===== src/rtl/txstat_pkg.sv =====
package txstat_pkg;
  localparam int STAT_W  = 8;
  localparam int OVF_BIT = 2;

  typedef struct packed {
    logic       done;
    logic       irq;
    logic       jab;
    logic       und;
    logic       mcol;
    logic       ovf;
    logic [1:0] rsvd;
  } txstat_t;
endpackage


===== src/rtl/txstat_fmt.sv =====
module txstat_fmt
  import txstat_pkg::*;
(
  input  logic                 irq_req,
  input  logic                 jabber,
  input  logic                 underrun,
  input  logic                 maxcoll,
  output logic [STAT_W-1:0]    entry,
  output logic                 storable,
  output logic                 fatal
);
  txstat_t e;

  always_comb begin
    e.done = 1'b1;
    e.irq  = irq_req;
    e.jab  = jabber;
    e.und  = underrun;
    e.mcol = maxcoll;
    e.ovf  = 1'b0;
    e.rsvd = 2'b00;
  end

  assign entry    = e;
  assign fatal    = jabber | underrun;
  assign storable = irq_req | jabber | underrun | maxcoll;
endmodule


===== src/rtl/txstat_store.sv =====
module txstat_store #(
  parameter int DEPTH   = 4,
  parameter int W       = 8,
  parameter int OVF_BIT = 2,
  localparam int PTR_W  = (DEPTH > 1) ? $clog2(DEPTH) : 1,
  localparam int CNT_W  = $clog2(DEPTH + 1)
) (
  input  logic             clk,
  input  logic             rst,
  input  logic             clr,
  input  logic             push,
  input  logic             pop,
  input  logic [W-1:0]     din,
  output logic [W-1:0]     rdata,
  output logic [CNT_W-1:0] count
);
  logic [W-1:0]     mem [DEPTH];
  logic [PTR_W-1:0] rd_ptr, wr_ptr, rd_nxt, newest;
  logic [CNT_W-1:0] cnt_nxt;
  logic             full, do_pop, do_push, do_ovf, we;
  logic [PTR_W-1:0] waddr;
  logic [W-1:0]     wdata, rdata_nxt;

  function automatic logic [PTR_W-1:0] inc(input logic [PTR_W-1:0] p);
    return (p == PTR_W'(DEPTH - 1)) ? '0 : p + 1'b1;
  endfunction

  assign full    = (count == CNT_W'(DEPTH));
  assign do_pop  = pop && (count != '0);
  assign do_push = push && (!full || do_pop);
  assign do_ovf  = push && full && !do_pop;
  assign newest  = (wr_ptr == '0) ? PTR_W'(DEPTH - 1) : wr_ptr - 1'b1;
  assign we      = (do_push || do_ovf) && !clr;
  assign waddr   = do_ovf ? newest : wr_ptr;
  assign wdata   = do_ovf ? (mem[newest] | W'(1 << OVF_BIT)) : din;
  assign cnt_nxt = count + CNT_W'(do_push) - CNT_W'(do_pop);
  assign rd_nxt  = do_pop ? inc(rd_ptr) : rd_ptr;

  always_ff @(posedge clk) begin
    if (we) mem[waddr] <= wdata;
  end

  always_comb begin
    if (clr || cnt_nxt == '0)           rdata_nxt = '0;
    else if (we && waddr == rd_nxt)     rdata_nxt = wdata;
    else                                rdata_nxt = mem[rd_nxt];
  end

  always_ff @(posedge clk) begin
    if (rst || clr) begin
      rd_ptr <= '0;
      wr_ptr <= '0;
      count  <= '0;
      rdata  <= '0;
    end else begin
      rd_ptr <= rd_nxt;
      if (do_push) wr_ptr <= inc(wr_ptr);
      count  <= cnt_nxt;
      rdata  <= rdata_nxt;
    end
  end


  full_drop_chk: assert property (@(posedge clk) disable iff (rst)
    (full && push && !pop && !clr) |=> (count == CNT_W'(DEPTH)));


  empty_pop_chk: assert property (@(posedge clk) disable iff (rst)
    ((count == '0) && pop && !push && !clr) |=> (count == '0));


  clr_empty_chk: assert property (@(posedge clk) disable iff (rst)
    clr |=> (count == '0));
endmodule


===== src/rtl/txstat_flags.sv =====
module txstat_flags (
  input  logic clk,
  input  logic rst,
  input  logic clr,
  input  logic accept,
  input  logic fatal,
  input  logic ack,
  output logic disabled,
  output logic pending
);
  always_ff @(posedge clk) begin
    if (rst || clr)            disabled <= 1'b0;
    else if (accept && fatal)  disabled <= 1'b1;
  end

  always_ff @(posedge clk) begin
    if (rst)         pending <= 1'b0;
    else if (accept) pending <= 1'b1;
    else if (ack)    pending <= 1'b0;
  end


  dis_hold_chk: assert property (@(posedge clk) disable iff (rst)
    (disabled && !clr) |=> disabled);


  pend_set_chk: assert property (@(posedge clk) disable iff (rst)
    accept |=> pending);
endmodule


===== src/rtl/txstat_stack.sv =====
module txstat_stack
  import txstat_pkg::*;
#(
  parameter int DEPTH  = 4,
  localparam int CNT_W = $clog2(DEPTH + 1)
) (
  input  logic              clk,
  input  logic              rst,
  input  logic              cpl_valid,
  input  logic              cpl_irq_req,
  input  logic              cpl_jabber,
  input  logic              cpl_underrun,
  input  logic              cpl_maxcoll,
  input  logic              stat_wr,
  input  logic              tx_reset,
  input  logic              ack_txc,
  output logic [STAT_W-1:0] stat_rdata,
  output logic              tx_disabled,
  output logic              txc_pending
);
  logic [STAT_W-1:0] entry;
  logic              storable, fatal, accept;
  logic [CNT_W-1:0]  count;

  txstat_fmt u_fmt (
    .irq_req  (cpl_irq_req),
    .jabber   (cpl_jabber),
    .underrun (cpl_underrun),
    .maxcoll  (cpl_maxcoll),
    .entry    (entry),
    .storable (storable),
    .fatal    (fatal)
  );

  assign accept = cpl_valid && storable && !tx_disabled && !tx_reset;

  txstat_store #(
    .DEPTH   (DEPTH),
    .W       (STAT_W),
    .OVF_BIT (OVF_BIT)
  ) u_store (
    .clk   (clk),
    .rst   (rst),
    .clr   (tx_reset),
    .push  (accept),
    .pop   (stat_wr),
    .din   (entry),
    .rdata (stat_rdata),
    .count (count)
  );

  txstat_flags u_flags (
    .clk      (clk),
    .rst      (rst),
    .clr      (tx_reset),
    .accept   (accept),
    .fatal    (fatal),
    .ack      (ack_txc),
    .disabled (tx_disabled),
    .pending  (txc_pending)
  );


  empty_zero_chk: assert property (@(posedge clk) disable iff (rst)
    (count == '0) |-> (stat_rdata == '0));


  fmt_bits_chk: assert property (@(posedge clk) disable iff (rst)
    (count != '0) |-> (stat_rdata[7] && stat_rdata[1:0] == 2'b00));
endmodule


===== config.mk =====
export PLATFORM = sky130hd
export DESIGN_NAME = txstat_stack
export DESIGN_NICKNAME = d
export VERILOG_FILES = /design/src/rtl/txstat_pkg.sv /design/src/rtl/txstat_fmt.sv /design/src/rtl/txstat_store.sv /design/src/rtl/txstat_flags.sv /design/src/rtl/txstat_stack.sv
export SDC_FILE = /design/constraint.sdc
export NUM_CORES = 1
export LEC_CHECK = 0
export BUFFER_PORTS_ARGS = -buffer_cell sky130_fd_sc_hd__buf_2
export CAP_MARGIN = 40
export CORE_UTILIZATION = 35
export CTS_BUF_LIST = sky130_fd_sc_hd__clkbuf_8
export CTS_CLUSTER_DIAMETER = 100
export DETAILED_ROUTE_END_ITERATION = 10
export PLACE_DENSITY_LB_ADDON = 0.3
export SYNTH_ARGS = -nofsm -noshare
export SYNTH_HDL_FRONTEND = slang
export SYNTH_HIERARCHICAL = 1
export SYNTH_SLANG_ARGS = --single-unit
export TNS_END_PERCENT = 100

===== constraint.sdc =====
create_clock -name clk -period 5.66 [get_ports clk]
set_input_delay 1.132 -clock clk [delete_from_list [all_inputs] [get_ports clk]]
set_output_delay 1.132 -clock clk [all_outputs]
set_load 0.05 [all_outputs]

# Word level (Yosys, flattened, before mapping)
# Memory sizes are Yosys's and may differ from the RTL's. A register that Yosys moved wholly into a read port is not among the register bits.
# Index checks and enable logic that the tools add are counted.
dict set report totals {
  ramBits 32
  input_bits 10
  register_bits 9
  output_inout_bits 10
  n_memories 1
}
# name words word_bits read_ports rd_clocked_by_memory_dff write_ports line_no
set mem_list {}
lappend mem_list {u_store.mem 4 8 2 1 1 txstat_store.sv:17} ;# logic [W-1:0] mem [DEPTH];
dict set report op_classes {
  n_eq_ne 3
  reduce_logical 22
  add_sub_neg 5
  n_bitwise 4
  mux 10
}
# cell count
set op_table {}
lappend op_table {{$mux W2} 5}
lappend op_table {{$logic_and A1 B1 Y1} 9}
lappend op_table {{$mux W8} 1}
lappend op_table {{$add A2 B1 Y2 const B} 2}
lappend op_table {{$eq A2 B2 Y1 const B} 2}
lappend op_table {{$logic_not A1 Y1} 4}
lappend op_table {{$logic_or A1 B1 Y1} 4}
lappend op_table {{$mux W1} 4}
lappend op_table {{$or A1 B1 Y1} 4}
lappend op_table {{$add A3 B1 Y3} 1}
lappend op_table {{$eq A3 B3 Y1 const B} 1}
lappend op_table {{$logic_not A3 Y1} 1}
lappend op_table {{$reduce_bool A3 Y1} 1}
lappend op_table {{$sub A3 B1 Y3} 1}
lappend op_table {{$logic_not A2 Y1} 1}
lappend op_table {{$reduce_bool A2 Y1} 1}
lappend op_table {{$reduce_or A2 Y1} 1}
lappend op_table {{$sub A2 B1 Y2 const B} 1}

# Depth between registers and ports, before layout
dict set report depth {
  word_depth 12
  ltp_mapped 13
  mapped_depth_nobuf 12
}

# Modules after synthesis
# Netlist, hierarchy kept.
# module instances cells_each area_per_inst_um2
set by_module_without_submodules {}
lappend by_module_without_submodules {txstat_store 1 195 2309.7}
lappend by_module_without_submodules {txstat_fmt 1 12 81.3}
lappend by_module_without_submodules {txstat_flags 1 7 68.8}
lappend by_module_without_submodules {txstat_stack 1 1 12.5}

# Worst setup path before layout
# OpenSTA, ideal clock, no wires.
dict set report synth_path {
  path_kind {input-to-reg}
  start {input cpl_underrun}
  end {register u_store.rdata[0], read port of u_store.mem}
  setup_time_ns 0.070
  arrival_time_ns 3.737
  path_buffers 1
  path_slack_ns 1.853
  cell_stages 13
  required_ns 5.590
  path_cell_list {or4_1 > and4bb_2 > clkbuf_1 > xor2_1 > nor3_1 > nor2_1 > ha_1 > inv_1 > fa_1 > xor2_1 > xnor2_1 > a31oi_1 > a21boi_1}
}
dict set report synth_via {
  elab_chain_len 11
}
# item line_no
set synth_lines {}
lappend synth_lines {{from (decl)} txstat_stack.sv:12} ;# input logic cpl_underrun,
lappend synth_lines {{$or A1 B1 Y1 (2 in a row)} txstat_fmt.sv:26} ;# assign storable = irq_req | jabber | underrun | maxcoll;
lappend synth_lines {{$logic_and A1 B1 Y1 (3 in a row)} txstat_stack.sv:35} ;# assign accept = cpl_valid && storable && !tx_disabled && !tx_reset;
lappend synth_lines {{named net accept} txstat_stack.sv:22} ;# logic storable, fatal, accept;
lappend synth_lines {{$logic_and A1 B1 Y1} txstat_store.sv:30} ;# assign do_push = push && (!full || do_pop);
lappend synth_lines {{$add A3 B1 Y3} txstat_store.sv:36} ;# assign cnt_nxt = count + CNT_W'(do_push) - CNT_W'(do_pop);
lappend synth_lines {{$sub A3 B1 Y3} txstat_store.sv:36}
lappend synth_lines {{$logic_not A3 Y1} txstat_store.sv:44} ;# if (clr || cnt_nxt == '0) rdata_nxt = '0;
lappend synth_lines {{$logic_or A1 B1 Y1} txstat_store.sv:44}
lappend synth_lines {{$reduce_or A2 Y1 (no line)} n/a}
lappend synth_lines {{to (decl)} txstat_store.sv:14} ;# output logic [W-1:0] rdata,
# The timed path passes the listed nets, and every way through them passes these cells.
# A chain may end at the register's enable or synchronous reset.

# Worst setup path in the final report
dict set report layout_path {
  start {input cpl_underrun}
  end {register u_store.rdata[7], read port of u_store.mem}
}
dict set report layout_via {
  elab_chain_len 11
}
# item line_no
set layout_lines {}
lappend layout_lines {{$or A1 B1 Y1 (2 in a row)} txstat_fmt.sv:26}
lappend layout_lines {{named net storable} txstat_stack.sv:22}
lappend layout_lines {{$logic_and A1 B1 Y1 (3 in a row)} txstat_stack.sv:35}
lappend layout_lines {{named net accept} txstat_stack.sv:22}
lappend layout_lines {{$logic_and A1 B1 Y1} txstat_store.sv:30}
lappend layout_lines {{$add A3 B1 Y3} txstat_store.sv:36}
lappend layout_lines {{$sub A3 B1 Y3} txstat_store.sv:36}
lappend layout_lines {{$logic_not A3 Y1} txstat_store.sv:44}
lappend layout_lines {{$logic_or A1 B1 Y1} txstat_store.sv:44}
lappend layout_lines {{$reduce_or A2 Y1 (no line)} n/a}
# The timed path passes the listed nets, and every way through them passes these cells.

==> flow_summary.json <==
{
  "yosys.cell_types.count": 44,
  "clk_latency_ns": 0.30,
  "drive_above_1_share_pct": 21.28,
  "syn_area_per_cell_sq_um": 11.50,
  "num-nets-final": 249,
  "place_area_sq_um": 2650,
  "dominant_combinational_cell_family_by_area_after_synthesis": "compound AO/OA/AOI/OAI gates",
  "cts_root_buffer": "clkbuf_8",
  "synth_compound_gate_area_share_pct": 13.66,
  "synth_top_cell_area_share_pct": 38.87,
  "design.portCount": 20,
  "cts_num_sinks": 49,
  "synth_top_flop_cell": "edfxtp_1",
  "die_x_um": 86.05,
  "postSynthCellCount": 215,
  "layout_commonest_cell": "nand2_1",
  "worstPathArrival_ns": 4.29,
  "detail_route.wirelength_mm": 5.336,
  "area_growth_pct": 10.68,
  "skew_ns": 0.007998,
  "tritoncts": "done",
  "timing_hold_violations_final": 0,
  "groute.usage.overall_pct": 15.50,
  "static-leakage-power_nw": 1.037,
  "post_synth_mux_area_share_pct": 11.03,
  "synth-edff-count": 32,
  "final_cell_mix": "nand2_1, edfxtp_1, buf_2",
  "routabilityCongestion": 0.7420,
  "grt_ovf": 0,
  "yosys_warnings": 6,
  "design.die.area_sq_um": 7404,
  "slew_viol_final": 0,
  "clock_tree.buffer_depth": 2,
  "path_class": "input pin to flop",
  "port-buffer-count": 19,
  "drt-vias-per-instance": 5.127,
  "detail_route.drc_violations": 0,
  "n_antenna_cell": 0,
  "worstMarginPinSlew_ns": 0.8057,
  "grt_pass1_wl_mm": 8.480,
  "first_pass_iters": 4,
  "detail_route.wl_per_cell_um": 16.12,
  "cp-start-kind": "input pin",
  "setup_slack_ns": 1.600,
  "rsz0062_at_grt": "no",
  "final_area_sq_um": 2736,
  "synth.cell_area_sq_um": 2472,
  "crit_path_max_fanout": 15,
  "finalSetupViolCount": 0,
  "hold_buffers": 0,
  "final_period_minus_worst_setup_slack_ns": 4.060,
  "critPathRequiredTime_ns": 5.89,
  "dpl_worst_slack_ns": 1.365,
  "synth_simple_gate_area_share_pct": 13.61,
  "yosysSeqAreaShare_pct": 52.63,
  "timing.max_cap.violations": 0,
  "core_region_area_sq_um": 6794,
  "grt_antenna_before_repair": 0,
  "number_of_design_rule_violations_left_by_the_first_detailed_router_iteration": 83,
  "max_slew_margin_pct": 46.03,
  "post_cts_buffers": 0,
  "post_cts_resize_count": 0,
  "die-height_um": 86.05,
  "synth_largest_area_cell": "edfxtp_1",
  "clkTransAtPathRegs_ns": 0.09,
  "cts.htree.levels": 2,
  "grt_pass1_vias": 1648,
  "synth-seq-cells": 49,
  "cts-buffers-inserted": 5,
  "irDropWorstVdd_uv": 96.21,
  "fin_util_pct": 40.28,
  "finalPower_uw": 670.7,
  "fmax_mhz": 246.3,
  "synth.top_cells.by_area": "edfxtp_1, dfxtp_1, mux4_2, nand2_1, mux2i_1",
  "fin_crit_share_pct": 71.73,
  "floorplan.initialDensity_pct": 36.39,
  "detailedPlacementHpwl_mm": 3.631,
  "power.density_nw_per_um2": 245.1,
  "core.rowCount": 30,
  "yosys.area_share.xor_xnor_pct": 1.063,
  "largest_net_degree_at_the_start_of_global_routing": 20,
  "detailed_route_via_count": 1697,
  "final.setup.tns_ns": 0,
  "synth-adder-area-share_pct": 2.834,
  "setup.worst_path.end_class": "flop",
  "status": "completed",
  "post_drt_antenna_nets": 0,
  "postSynth.asyncResetShare_pct": 0,
  "hold_path_class": "flop to flop"
}
[critical path: stages]
cell and delay (ns):
buf_2 0.11, or4_1 0.56, and4bb_2 0.35, xor2_1 0.16, nor3_1 0.06, nor2_1 0.13, ha_1 0.16, inv_1 0.05
fa_1 0.37, xor2_1 0.16, xnor2_1 0.15, a31oi_1 0.64, a21boi_1 0.25
[synthesized netlist by cell type, types with 2 or more instances]
cell,instances
ha_1,4
a21boi_1,8
nand2b_1,3
dfxtp_1,17
mux4_2,7
clkbuf_1,7
edfxtp_1,32
a21oi_1,14
nand2_1,41
mux2i_1,9
o21ai_0,2
o211ai_1,2
nor3_1,3
a22oi_1,2
a221o_1,8
conb_1,2
xor2_1,2
buf_4,8
inv_1,5
nor2_1,15
[routing by layer]
metal | global-route usage [%] | wire, um | vias up
met4 | 5.000 | 67 | 0
met1 | 21.29 | 2621 | 845
met5 | 0 | 0 | -
met2 | 24.24 | 2473 | 34
li1 | - | - | 812
met3 | 3.561 | 173 | 6
[flip-flops by register name (all words and copies together), names as in the netlist]
signal and count:
u_flags/disabled 1, u_store/wr_ptr 2, u_flags/pending 1, u_store/count 3, u_store/mem 32, u_store/rdata 8, u_store/rd_ptr 2
[kinds of logic after synthesis]
logic type	after synthesis
other cells	2
simple gates	73
compound gates	43
flops	49
buf+inv	22
mux	18
fa+ha+maj	5
xor+xnor	3
[through the flow]
stage,hold WS [ns],std cells
3_3_place_gp,0.4738,319
6_report,0.5005,331
4_1_cts,0.4995,331
2_1_floorplan,0.4902,217
5_1_grt,0.5294,331
3_5_place_dp,0.4838,323
[path summary, 6_finish.rpt]
path                     from                to  slack [ns]  depth (start not counted)
max reg2reg  u_flags/disabled  u_store/rdata[7]        2.63                         11
max              cpl_underrun  u_store/rdata[7]        1.60                         13
min reg2reg   u_flags/pending   u_flags/pending        0.50                          2
min           u_flags/pending   u_flags/pending        0.50                          2
[cell type report]
cell class / instances / area, sq um
Timing Repair Buffer: 26 / 147.6
Sequential cell: 49 / 1301
Clock inverter: 3 / 17.52
Fill cell: 654 / 4058
Inverter: 6 / 22.52
Clock buffer: 5 / 68.82
Multi-Input combinational cell: 146 / 1059
Tap cell: 96 / 120.1
[power by group]
part | switching, mW | internal (mW)
Combinational | 0.0483 | 0.0270
Clock | 0.118 | 0.0865
Sequential | 0.00446 | 0.387
Total | 0.170 | 0.500
Note: power is estimated with default switching activity, not from simulation.
